**src/rtl/eecfg_pkg.sv**
```systemverilog
package eecfg_pkg;
  localparam int EE_AW   = 6;
  localparam int EE_DW   = 16;
  localparam int SEL_W   = 3;
  localparam int FRAME_W = 3 + EE_AW + EE_DW;
  localparam int CNT_W   = $clog2(FRAME_W + 1);

  typedef logic [FRAME_W-1:0] frame_t;

  // read: start 1, opcode 10, address, then idle data slots
  function automatic frame_t mk_read(input logic [EE_AW-1:0] a);
    return {3'b110, a, {EE_DW{1'b0}}};
  endfunction

  // write: start 1, opcode 01, address, data
  function automatic frame_t mk_write(input logic [EE_AW-1:0] a, input logic [EE_DW-1:0] d);
    return {3'b101, a, d};
  endfunction

  // write enable: start 1, opcode 00, address field 11xxxx
  function automatic frame_t mk_wen();
    return {3'b100, 2'b11, {(EE_AW-2){1'b0}}, {EE_DW{1'b0}}};
  endfunction

  // configuration value after default substitution
  function automatic logic [EE_DW-1:0] pick_cfg(
    input logic [SEL_W-1:0] sel, input logic [SEL_W-1:0] dsel,
    input int unsigned idx, input logic [EE_DW-1:0] word,
    input logic [EE_DW-1:0] dbase, input logic [EE_DW-1:0] dirq);
    if (sel == dsel && idx == 0) return dbase;
    if (sel == dsel && idx == 1) return dirq;
    return word;
  endfunction
endpackage

```
**src/rtl/ee_tick.sv**
```systemverilog
module ee_tick #(
  parameter int CLK_DIV = 200
) (
  input  logic clk,
  input  logic rst_n,
  output logic tick
);
  localparam int CW = (CLK_DIV > 2) ? $clog2(CLK_DIV) : 1;
  localparam logic [CW-1:0] LAST = CW'(CLK_DIV - 1);

  logic [CW-1:0] cnt;

  always_ff @(posedge clk or negedge rst_n) begin
    if (!rst_n) cnt <= '0;
    else if (cnt == LAST) cnt <= '0;
    else cnt <= cnt + 1'b1;
  end

  assign tick = (cnt == LAST);

  AST_TICK_ISOLATED: assert property (@(posedge clk) disable iff (!rst_n)
    tick |=> !tick);
endmodule

```
**src/rtl/ee_shift.sv**
```systemverilog
module ee_shift
  import eecfg_pkg::*;
(
  input  logic             clk,
  input  logic             rst_n,
  input  logic             tick,
  input  logic             start,
  input  logic             poll,
  input  frame_t           frame,
  input  logic [CNT_W-1:0] nbits,
  input  logic             din,
  output logic             idle,
  output logic             done,
  output logic [EE_DW-1:0] rx,
  output logic             cs,
  output logic             sk,
  output logic             di
);
  typedef enum logic [2:0] {S_IDLE, S_CSUP, S_LO, S_HI, S_POLL, S_GAP} sh_st_e;

  sh_st_e           st;
  frame_t           sreg;
  logic [CNT_W-1:0] left;

  always_ff @(posedge clk or negedge rst_n) begin
    if (!rst_n) begin
      st <= S_IDLE; sreg <= '0; left <= '0; rx <= '0;
      cs <= 1'b0; sk <= 1'b0; done <= 1'b0;
    end else begin
      done <= 1'b0;
      case (st)
        S_IDLE: if (start) begin
          sreg <= poll ? '0 : frame;
          left <= nbits;
          st   <= poll ? S_POLL : S_CSUP;
        end
        S_CSUP: if (tick) begin cs <= 1'b1; st <= S_LO; end
        S_LO:   if (tick) begin sk <= 1'b1; st <= S_HI; end
        S_HI: if (tick) begin
          sk   <= 1'b0;
          rx   <= {rx[EE_DW-2:0], din};
          sreg <= sreg << 1;
          if (left == CNT_W'(1)) begin cs <= 1'b0; st <= S_GAP; end
          else begin left <= left - 1'b1; st <= S_LO; end
        end
        S_POLL: if (tick) begin
          if (!cs) cs <= 1'b1;
          else if (din) begin cs <= 1'b0; st <= S_GAP; end
        end
        S_GAP: if (tick) begin done <= 1'b1; st <= S_IDLE; end
        default: st <= S_IDLE;
      endcase
    end
  end

  assign di   = cs & sreg[FRAME_W-1];
  assign idle = (st == S_IDLE);

  AST_SK_NEEDS_CS: assert property (@(posedge clk) disable iff (!rst_n)
    sk |-> cs);
  AST_DI_HELD_HIGH: assert property (@(posedge clk) disable iff (!rst_n)
    (sk && $past(sk)) |-> $stable(di));
endmodule

```
**src/rtl/ee_seq.sv**
```systemverilog
module ee_seq
  import eecfg_pkg::*;
#(
  parameter int               NWORDS    = 5,
  parameter logic [SEL_W-1:0] DFLT_SEL  = '1,
  parameter logic [EE_DW-1:0] DFLT_BASE = 16'h0300,
  parameter logic [EE_DW-1:0] DFLT_IRQ  = 16'h0002,
  localparam int IDX_W = EE_AW - SEL_W
) (
  input  logic             clk,
  input  logic             rst_n,
  input  logic             go,
  input  logic             go_store,
  input  logic             go_word,
  input  logic [SEL_W-1:0] area,
  input  logic [EE_AW-1:0] w_addr,
  input  logic [EE_DW-1:0] w_data,
  input  logic [EE_DW-1:0] cfg_rdata,
  output logic             busy,
  output logic             done,
  output logic             cfg_we,
  output logic [IDX_W-1:0] cfg_idx,
  output logic [EE_DW-1:0] cfg_wdata,
  output logic             wrd_we,
  output logic [EE_DW-1:0] wrd_data,
  output logic             sh_start,
  output logic             sh_poll,
  output frame_t           sh_frame,
  output logic [CNT_W-1:0] sh_nbits,
  input  logic             sh_done,
  input  logic [EE_DW-1:0] sh_rx
);
  localparam logic [IDX_W-1:0] LAST_IDX = IDX_W'(NWORDS - 1);

  typedef enum logic [3:0] {
    Q_IDLE, Q_RD, Q_RDW, Q_WEN, Q_WENW, Q_WR, Q_WRW, Q_POLL, Q_POLLW, Q_NEXT
  } q_st_e;

  q_st_e            st;
  logic             store_l, word_l;
  logic [SEL_W-1:0] area_l;
  logic [EE_AW-1:0] waddr_l;
  logic [EE_DW-1:0] wdata_l;
  logic [IDX_W-1:0] idx;
  logic [EE_AW-1:0] addr_cur;
  logic [EE_DW-1:0] data_cur;

  assign addr_cur = word_l ? waddr_l : {area_l, idx};
  assign data_cur = word_l ? wdata_l : cfg_rdata;
  assign cfg_idx  = idx;
  assign busy     = (st != Q_IDLE);
  assign done     = (st == Q_NEXT) && (word_l || idx == LAST_IDX);

  always_comb begin
    sh_start = 1'b0;
    sh_poll  = 1'b0;
    sh_frame = '0;
    sh_nbits = CNT_W'(FRAME_W);
    case (st)
      Q_RD:   begin sh_start = 1'b1; sh_frame = mk_read(addr_cur); end
      Q_WEN:  begin sh_start = 1'b1; sh_frame = mk_wen(); sh_nbits = CNT_W'(3 + EE_AW); end
      Q_WR:   begin sh_start = 1'b1; sh_frame = mk_write(addr_cur, data_cur); end
      Q_POLL: begin sh_start = 1'b1; sh_poll = 1'b1; end
      default: ;
    endcase
  end

  always_ff @(posedge clk or negedge rst_n) begin
    if (!rst_n) begin
      st <= Q_IDLE; store_l <= 1'b0; word_l <= 1'b0; area_l <= '0;
      waddr_l <= '0; wdata_l <= '0; idx <= '0;
      cfg_we <= 1'b0; cfg_wdata <= '0; wrd_we <= 1'b0; wrd_data <= '0;
    end else begin
      cfg_we <= 1'b0;
      wrd_we <= 1'b0;
      case (st)
        Q_IDLE: if (go) begin
          store_l <= go_store; word_l <= go_word; area_l <= area;
          waddr_l <= w_addr;   wdata_l <= w_data; idx <= '0;
          st <= go_store ? Q_WEN : Q_RD;
        end
        Q_RD:   st <= Q_RDW;
        Q_RDW: if (sh_done) begin
          if (word_l) begin wrd_we <= 1'b1; wrd_data <= sh_rx; end
          else begin
            cfg_we    <= 1'b1;
            cfg_wdata <= pick_cfg(area_l, DFLT_SEL, int'(idx), sh_rx, DFLT_BASE, DFLT_IRQ);
          end
          st <= Q_NEXT;
        end
        Q_WEN:   st <= Q_WENW;
        Q_WENW:  if (sh_done) st <= Q_WR;
        Q_WR:    st <= Q_WRW;
        Q_WRW:   if (sh_done) st <= Q_POLL;
        Q_POLL:  st <= Q_POLLW;
        Q_POLLW: if (sh_done) st <= Q_NEXT;
        Q_NEXT: begin
          if (done) st <= Q_IDLE;
          else begin
            idx <= idx + 1'b1;
            st  <= store_l ? Q_WEN : Q_RD;
          end
        end
        default: st <= Q_IDLE;
      endcase
    end
  end

  AST_WORD_NO_CFG: assert property (@(posedge clk) disable iff (!rst_n)
    (busy && word_l) |-> !cfg_we);
endmodule

```
**src/rtl/eeprom_cfg_loader.sv**
```systemverilog
module eeprom_cfg_loader
  import eecfg_pkg::*;
#(
  parameter int               CLK_DIV   = 200,
  parameter int               NWORDS    = 5,
  parameter logic [SEL_W-1:0] DFLT_SEL  = '1,
  parameter logic [EE_DW-1:0] DFLT_BASE = 16'h0300,
  parameter logic [EE_DW-1:0] DFLT_IRQ  = 16'h0002,
  localparam int IDX_W = EE_AW - SEL_W
) (
  input  logic             clk,
  input  logic             rst_n,
  input  logic             soft_rst,
  input  logic             ee_en,
  input  logic [SEL_W-1:0] area_sel,
  input  logic [1:0]       cpu_addr,
  input  logic             cpu_wr,
  input  logic [EE_DW-1:0] cpu_wdata,
  output logic [EE_DW-1:0] cpu_rdata,
  output logic             cfg_we,
  output logic [IDX_W-1:0] cfg_idx,
  output logic [EE_DW-1:0] cfg_wdata,
  input  logic [EE_DW-1:0] cfg_rdata,
  output logic             ee_cs,
  output logic             ee_sk,
  output logic             ee_di,
  input  logic             ee_do
);
  logic             boot_q, rl_flag, st_flag, wmode_q;
  logic [EE_DW-1:0] wdata_q;
  logic [EE_AW-1:0] waddr_q;
  logic             busy, cpu_ok, wr_ctrl, go_rl, go_st, go_word;
  logic             eng_busy, eng_done, wrd_we;
  logic [EE_DW-1:0] wrd_data;
  logic             tick, sh_start, sh_poll, sh_done, sh_idle;
  frame_t           sh_frame;
  logic [CNT_W-1:0] sh_nbits;
  logic [EE_DW-1:0] sh_rx;

  assign busy    = rl_flag | st_flag;
  assign cpu_ok  = cpu_wr && !busy && !boot_q && !soft_rst;
  assign wr_ctrl = cpu_ok && (cpu_addr == 2'd0);
  assign go_rl   = ee_en && (boot_q || (wr_ctrl && cpu_wdata[0]));
  assign go_st   = ee_en && wr_ctrl && !cpu_wdata[0] && cpu_wdata[1];
  assign go_word = !boot_q && cpu_wdata[2];

  always_ff @(posedge clk or negedge rst_n) begin
    if (!rst_n) begin
      boot_q <= 1'b1; rl_flag <= 1'b0; st_flag <= 1'b0;
      wmode_q <= 1'b0; wdata_q <= '0; waddr_q <= '0;
    end else begin
      boot_q <= 1'b0;
      if (go_rl) rl_flag <= 1'b1; else if (eng_done) rl_flag <= 1'b0;
      if (go_st) st_flag <= 1'b1; else if (eng_done) st_flag <= 1'b0;
      if (soft_rst && !busy && !boot_q) begin
        wmode_q <= 1'b0; wdata_q <= '0; waddr_q <= '0;
      end else if (cpu_ok) begin
        case (cpu_addr)
          2'd0: wmode_q <= cpu_wdata[2];
          2'd1: wdata_q <= cpu_wdata;
          2'd2: waddr_q <= cpu_wdata[EE_AW-1:0];
          default: ;
        endcase
      end
      if (wrd_we) wdata_q <= wrd_data;
    end
  end

  always_comb begin
    cpu_rdata = '0;
    if (cpu_addr == 2'd0) cpu_rdata[2:0] = {wmode_q, st_flag, rl_flag};
    else if (!busy) begin
      if (cpu_addr == 2'd1) cpu_rdata = wdata_q;
      else if (cpu_addr == 2'd2) cpu_rdata[EE_AW-1:0] = waddr_q;
    end
  end

  ee_tick #(.CLK_DIV(CLK_DIV)) u_tick (.clk(clk), .rst_n(rst_n), .tick(tick));

  ee_seq #(
    .NWORDS(NWORDS), .DFLT_SEL(DFLT_SEL), .DFLT_BASE(DFLT_BASE), .DFLT_IRQ(DFLT_IRQ)
  ) u_seq (
    .clk(clk), .rst_n(rst_n), .go(go_rl | go_st), .go_store(go_st), .go_word(go_word),
    .area(area_sel), .w_addr(waddr_q), .w_data(wdata_q), .cfg_rdata(cfg_rdata),
    .busy(eng_busy), .done(eng_done), .cfg_we(cfg_we), .cfg_idx(cfg_idx),
    .cfg_wdata(cfg_wdata), .wrd_we(wrd_we), .wrd_data(wrd_data),
    .sh_start(sh_start), .sh_poll(sh_poll), .sh_frame(sh_frame), .sh_nbits(sh_nbits),
    .sh_done(sh_done), .sh_rx(sh_rx)
  );

  ee_shift u_shift (
    .clk(clk), .rst_n(rst_n), .tick(tick), .start(sh_start), .poll(sh_poll),
    .frame(sh_frame), .nbits(sh_nbits), .din(ee_do), .idle(sh_idle), .done(sh_done),
    .rx(sh_rx), .cs(ee_cs), .sk(ee_sk), .di(ee_di)
  );

  AST_FLAGS_TRACK_ENGINE: assert property (@(posedge clk) disable iff (!rst_n)
    eng_busy == busy);
  AST_ONE_OPERATION: assert property (@(posedge clk) disable iff (!rst_n)
    !(rl_flag && st_flag));
  AST_CFG_ONLY_ON_RELOAD: assert property (@(posedge clk) disable iff (!rst_n)
    cfg_we |-> (rl_flag && !wmode_q));
  AST_REGS_LOCKED: assert property (@(posedge clk) disable iff (!rst_n)
    (busy && cpu_wr) |=> ($stable(waddr_q) && $stable(wmode_q)));
  AST_NO_CS_DISABLED: assert property (@(posedge clk) disable iff (!rst_n)
    (!ee_en && !busy) |-> !ee_cs);
  AST_SHIFT_START_IDLE: assert property (@(posedge clk) disable iff (!rst_n)
    sh_start |-> sh_idle);
endmodule

```
**config.mk**
```make
export PLATFORM = sky130hd
export DESIGN_NAME = eeprom_cfg_loader
export DESIGN_NICKNAME = d
export VERILOG_FILES = /design/src/rtl/eecfg_pkg.sv /design/src/rtl/ee_tick.sv /design/src/rtl/ee_shift.sv /design/src/rtl/ee_seq.sv /design/src/rtl/eeprom_cfg_loader.sv
export SDC_FILE = /design/constraint.sdc
export NUM_CORES = 1
export LEC_CHECK = 0
export ABC_CLOCK_PERIOD_IN_PS = 2900
export CORE_ASPECT_RATIO = 1.1
export CORE_MARGIN = 4
export CORE_UTILIZATION = 55
export CTS_CLUSTER_SIZE = 24
export DETAILED_ROUTE_END_ITERATION = 16
export DONT_BUFFER_PORTS = 1
export PLACE_DENSITY_LB_ADDON = 0.05
export REMOVE_ABC_BUFFERS = 1
export SYNTH_ARGS = -nofsm -noshare
export SYNTH_HDL_FRONTEND = slang
export SYNTH_HIERARCHICAL = 1
export SYNTH_SLANG_ARGS = --single-unit
export TNS_END_PERCENT = 30
```
**constraint.sdc**
```tcl
create_clock -name clk -period 2.9 [get_ports clk]
set_input_delay 0 -clock clk [delete_from_list [all_inputs] [get_ports clk]]
set_output_delay 0 -clock clk [all_outputs]
set_load 0.005 [all_outputs]
```
== After elaboration in Yosys (flattened, before gate mapping) ==
Index checks and enable logic that the tools add are counted.

* Add/subtract/negate cells: 3
* Equal/unequal tests: 36
* Muxes and demuxes: 86
* Bitwise operators: 4
* Reductions and logical operators: 52

{| class="wikitable"
|+ Operator list
! kind !! number
|-
| 16-bit two-way mux || 10
|-
| 25-bit two-way mux || 3
|-
| 25-bit one-hot mux with 3 select lines || 1
|-
| 25-bit one-hot mux with 2 select lines || 1
|-
| 3-bit two-way mux || 13
|-
| 6-bit two-way mux || 6
|-
| 4-bit one-hot mux with 9 select lines || 1
|-
| 1-bit two-way mux || 32
|-
| 4-bit two-way mux || 5
|-
| 5-bit two-way mux || 4
|-
| 2-bit inequality test (second input constant) || 9
|-
| 3-bit one-hot mux with 6 select lines || 1
|-
| 4-bit by 3-bit equality test with 1-bit output (second input constant) || 4
|-
| 2-bit nonzero test || 8
|-
| 1-bit logical AND || 15
|-
| 3-bit AND reduction || 5
|-
| 13-bit two-way mux || 1
|-
| 3-bit equality test (second input constant) || 4
|-
| 2-bit by 1-bit inequality test with 1-bit output (second input constant) || 6
|-
| 10-bit two-way mux || 1
|-
| 5-bit one-hot mux with 2 select lines || 1
|-
| 2-bit AND reduction || 5
|-
| 3-bit nonzero test || 3
|-
| 8-bit by 1-bit adder with 8-bit output (second input constant) || 1
|-
| 29 further kinds || 41
|}

* Bits in registers: 154
* Output and inout port bits: 39
* Logic and storage cells: 206

== Longest topological paths before layout ==
* Word-level depth: 12
* Mapped depth: 9
* Depth with buffers taken out: 7

== Cells and area by module ==
The synthesis kept the hierarchy.

{| class="wikitable"
|+ Modules (own cells, without submodules)
! module !! times used !! cells each !! area an instance (sq um)
|-
| ee_seq || 1 || 259 || 3,225.6
|-
| ee_shift || 1 || 254 || 2,612.5
|-
| eeprom_cfg_loader || 1 || 195 || 1,727.9
|-
| ee_tick || 1 || 38 || 404.1
|}

== Worst setup path before layout ==
No wires, ideal clock.

* Path type: reg-to-reg
* Start: register u_tick.cnt[4]
* End: register u_shift.sreg[0]
* Setup time: 0.125 ns
* Arrival: 1.913 ns
* Data required time: 2.775 ns
* Slack: 0.862 ns
* Cell stages (with the launch flop): 6
* Buffers on the path: 0
* Period minus slack after synthesis: 2.038 ns
* Cell sequence: dfrtp_1 > or3b_1 > nor3_2 > nand3_1 > a21oi_4 > mux2_2

* Word-level cells in the longest chain between the ends: 3

{| class="wikitable"
|+ Ends and longest elaborated chain
! what !! RTL line !! text
|-
| start, declared || ee_tick.sv:11 || <nowiki>logic [CW-1:0] cnt;</nowiki>
|-
| start signal, assigned || ee_tick.sv:16 || <nowiki>else cnt <= cnt + 1'b1;</nowiki>
|-
| 8-bit equality test || ee_tick.sv:19 || <nowiki>assign tick = (cnt == LAST);</nowiki>
|-
| named net tick || eeprom_cfg_loader.sv:35 || <nowiki>logic tick, sh_start, sh_poll, sh_done, sh_idle;</nowiki>
|-
| 2-bit inequality test (no source line) || n/a ||
|-
| 3-bit AND reduction (no source line) || n/a ||
|-
| end signal, assigned || ee_shift.sv:33 || <nowiki>sreg <= poll ? '0 : frame;</nowiki>
|-
| end signal, assigned || ee_shift.sv:42 || <nowiki>sreg <= sreg << 1;</nowiki>
|-
| end, declared || ee_shift.sv:22 || <nowiki>frame_t sreg;</nowiki>
|}

The timed path passes the listed nets, and every way through them passes these cells.
A chain may end at the register's enable or synchronous reset.

== Worst setup path after layout ==
* Start: register st_flag
* End: output cpu_rdata[11]

* Word-level cells in the longest chain between the ends: 3

{| class="wikitable"
|+ Ends and longest elaborated chain
! what !! RTL line !! text
|-
| start, declared || eeprom_cfg_loader.sv:29 || <nowiki>logic boot_q, rl_flag, st_flag, wmode_q;</nowiki>
|-
| start signal, assigned || eeprom_cfg_loader.sv:49 || <nowiki>boot_q <= 1'b1; rl_flag <= 1'b0; st_flag <= 1'b0;</nowiki>
|-
| start signal, assigned || eeprom_cfg_loader.sv:54 || <nowiki>if (go_st) st_flag <= 1'b1; else if (eng_done) st_flag <= 1'b0;</nowiki>
|-
| 1-bit OR || eeprom_cfg_loader.sv:40 || <nowiki>assign busy = rl_flag | st_flag;</nowiki>
|-
| 16-bit two-way mux || eeprom_cfg_loader.sv:72 || <nowiki>else if (!busy) begin</nowiki>
|-
| 13-bit two-way mux || eeprom_cfg_loader.sv:71 || <nowiki>if (cpu_addr == 2'd0) cpu_rdata[2:0] = {wmode_q, st_flag, rl_flag};</nowiki>
|-
| end, declared || eeprom_cfg_loader.sv:19 || <nowiki>output logic [EE_DW-1:0] cpu_rdata,</nowiki>
|}

Every way passes these cells.

==> out/results.ini <==
[route]
avgRoutedWirePerCell_um = 20.0
wirelength_um = 19100
ant_nets = 0
via_count = 5821
drt_iter0_drc = 428
drt-pass1-iter-count = 5
viasPerCell = 6.11
route.detailed.drc = 0

[setup_path]
path_class = reg2out
reg2reg_from = st_flag
arrival_ps = 2270
regToRegSetupSlack_ps = 630
worstRegToRegCells = 4
cp_data_required_time_ps = 2900
crit_end = cpu_rdata[11]
cp-end-kind = output port
critPathLaunchType = flip-flop
r2r_end = waddr_q[3]
crit_path_max_fanout = 10
startpoint = st_flag

[clocking]
ctsHtreeMaxLevel = 4
cts.clk_slew.worst_paths_ps = 70
cts_buffers = 17
cts-resized-gates = 0
cts_tree = built
cts.sinks = 154
max-clock-path-buffers = 2
clk_latency_ps = 420
cts_root_buf = clkbuf_16
hold_buffers = 32
post-cts-setup-buffers = 0

[grt]
grt_max_degree = 155
grt-ovfl-total = 0
grt_pass1_wl_um = 31000
antenna_found_initial = 0
track_usage_pct = 24.2
grt_pass1_vias = 5733

[placement]
dp_hpwl_um = 12800
post_dp_cell_area_um2 = 7980
dp.cells = 889
port_buffers = 0
gp_congestion = 0.839
pre_cts_slack_ps = 681

[cells_and_area]
area_growth_pct = 12.6
final_cells = 953
diodes = 0
finish.utilization_pct = 64.0
fillCellCount = 1158
drive_gt1_share_pct = 17.4
final_nets = 801
fin_area_um2 = 8970

[timing]
setup_viol = 0
period_share_pct = 78.4
hold_slack_ps = -733
final.min_clock_period_ps = 2270
slew_headroom_pct = 41.4
maxClockFrequency_mhz = 440
report.final.hold_viol_count = 154
rsz0062_at_grt = false
finClkSkew_ps = 10.1
fin_ws_ps = 627
tightestPinTransition_ps = 873
final_max_slew_viol_count = 0

[job]
maxCapViolations = 0

[status]
status = finished with violations
violations = negative hold slack

[power]
ir_drop_mv = 0.410
power.leakage_nw = 3.83
power.density_nw_per_um2 = 636

[floorplan]
die_area_um2 = 16500
initial_utilization_pct = 56.8
num_rows = 45
design.core.area_um2 = 14000
die_w_um = 123
io_pins = 82
fp.dieH_um = 134

[yosys]
syn_area_per_cell_um2 = 10.7
yosysWarnings = 6
synth_area_um2 = 7970
synthCells = 745

[hold_path]
hold_class = in2async

## cell usage in the layout, fill, tap and decap left out, drive strengths merged, types with 13 or more instances in the layout
cell,instances
a22o,14
nor2,59
nand2b,25
dlygate4sd3,32
dfrtp,153
nor4,17
nor3b,42
a221o,16
and2,13
clkbuf,19
mux2i,23
mux2,62
o21ai,19
inv,15
buf,16
a21oi,69
nand2,28
nand3,20
## final cells by class
type	instances	area (µm²)	share of cell area (%)
clock buffer	19	453	5.05
clock inverter	13	213	2.37
inverter	13	48.8	0.544
multi-input combinational	518	3720	41.5
sequential	154	3850	43.0
tap	188	235	2.62
timing repair buffer	48	440	4.91
## per-stage QoR
stage	total power, mW	TNS, ps	hold slack (ps)
6_report	5.70	0	-733
3_3_place_gp	3.18	0	-291
5_1_grt	5.93	0	-760
4_1_cts	5.73	0	-746
3_5_place_dp	3.20	0	-290
2_1_floorplan	2.98	-10770	-296
## critical path: stages, from the launching register on
cell	delay (ps)
dfrtp_1	450
or2_2	400
nor3b_2	700
and2_1	300
## metal layers
metal | GRT usage [%] | up-vias | routed length (µm)
li1 | - | 2711 | -
met1 | 32.5 | 2898 | 8110
met2 | 38.3 | 185 | 9230
met3 | 6.45 | 27 | 1340
met4 | 7.72 | 0 | 381
met5 | 0 | - | 0
## sequential cells by signal, indices dropped and copies added, names as in the netlist, 3 cells and up
register,count
u_seq/st,4
u_seq/cfg_wdata,16
u_seq/wrd_data,16
u_seq/wdata_l,16
u_tick/cnt,8
u_seq/cfg_idx,3
waddr_q,6
u_shift/left,5
u_shift/st,3
u_shift/sreg,25
u_seq/waddr_l,6
wdata_q,16
u_seq/area_l,3
u_shift/rx,16
## power by group
group          switching, mW  internal (mW)  total [mW]
registers              0.169           2.23        2.40
clock network          0.906           1.58        2.49
logic                  0.416          0.399       0.815
total                   1.49           4.21        5.70
## how the worst min path moves through the flow
stage                      from            end  cells past startpoint
after detailed placement  rst_n  u_tick/cnt[7]                      0
after global routing      rst_n  u_shift/st[1]                      0
after CTS                 rst_n  u_tick/cnt[5]                      0
after floorplan           rst_n        rl_flag                      0
final                     rst_n  u_tick/cnt[7]                      0
after global placement    rst_n  u_tick/cnt[7]                      0
No activity file was read; power rests on OpenSTA's default activity.
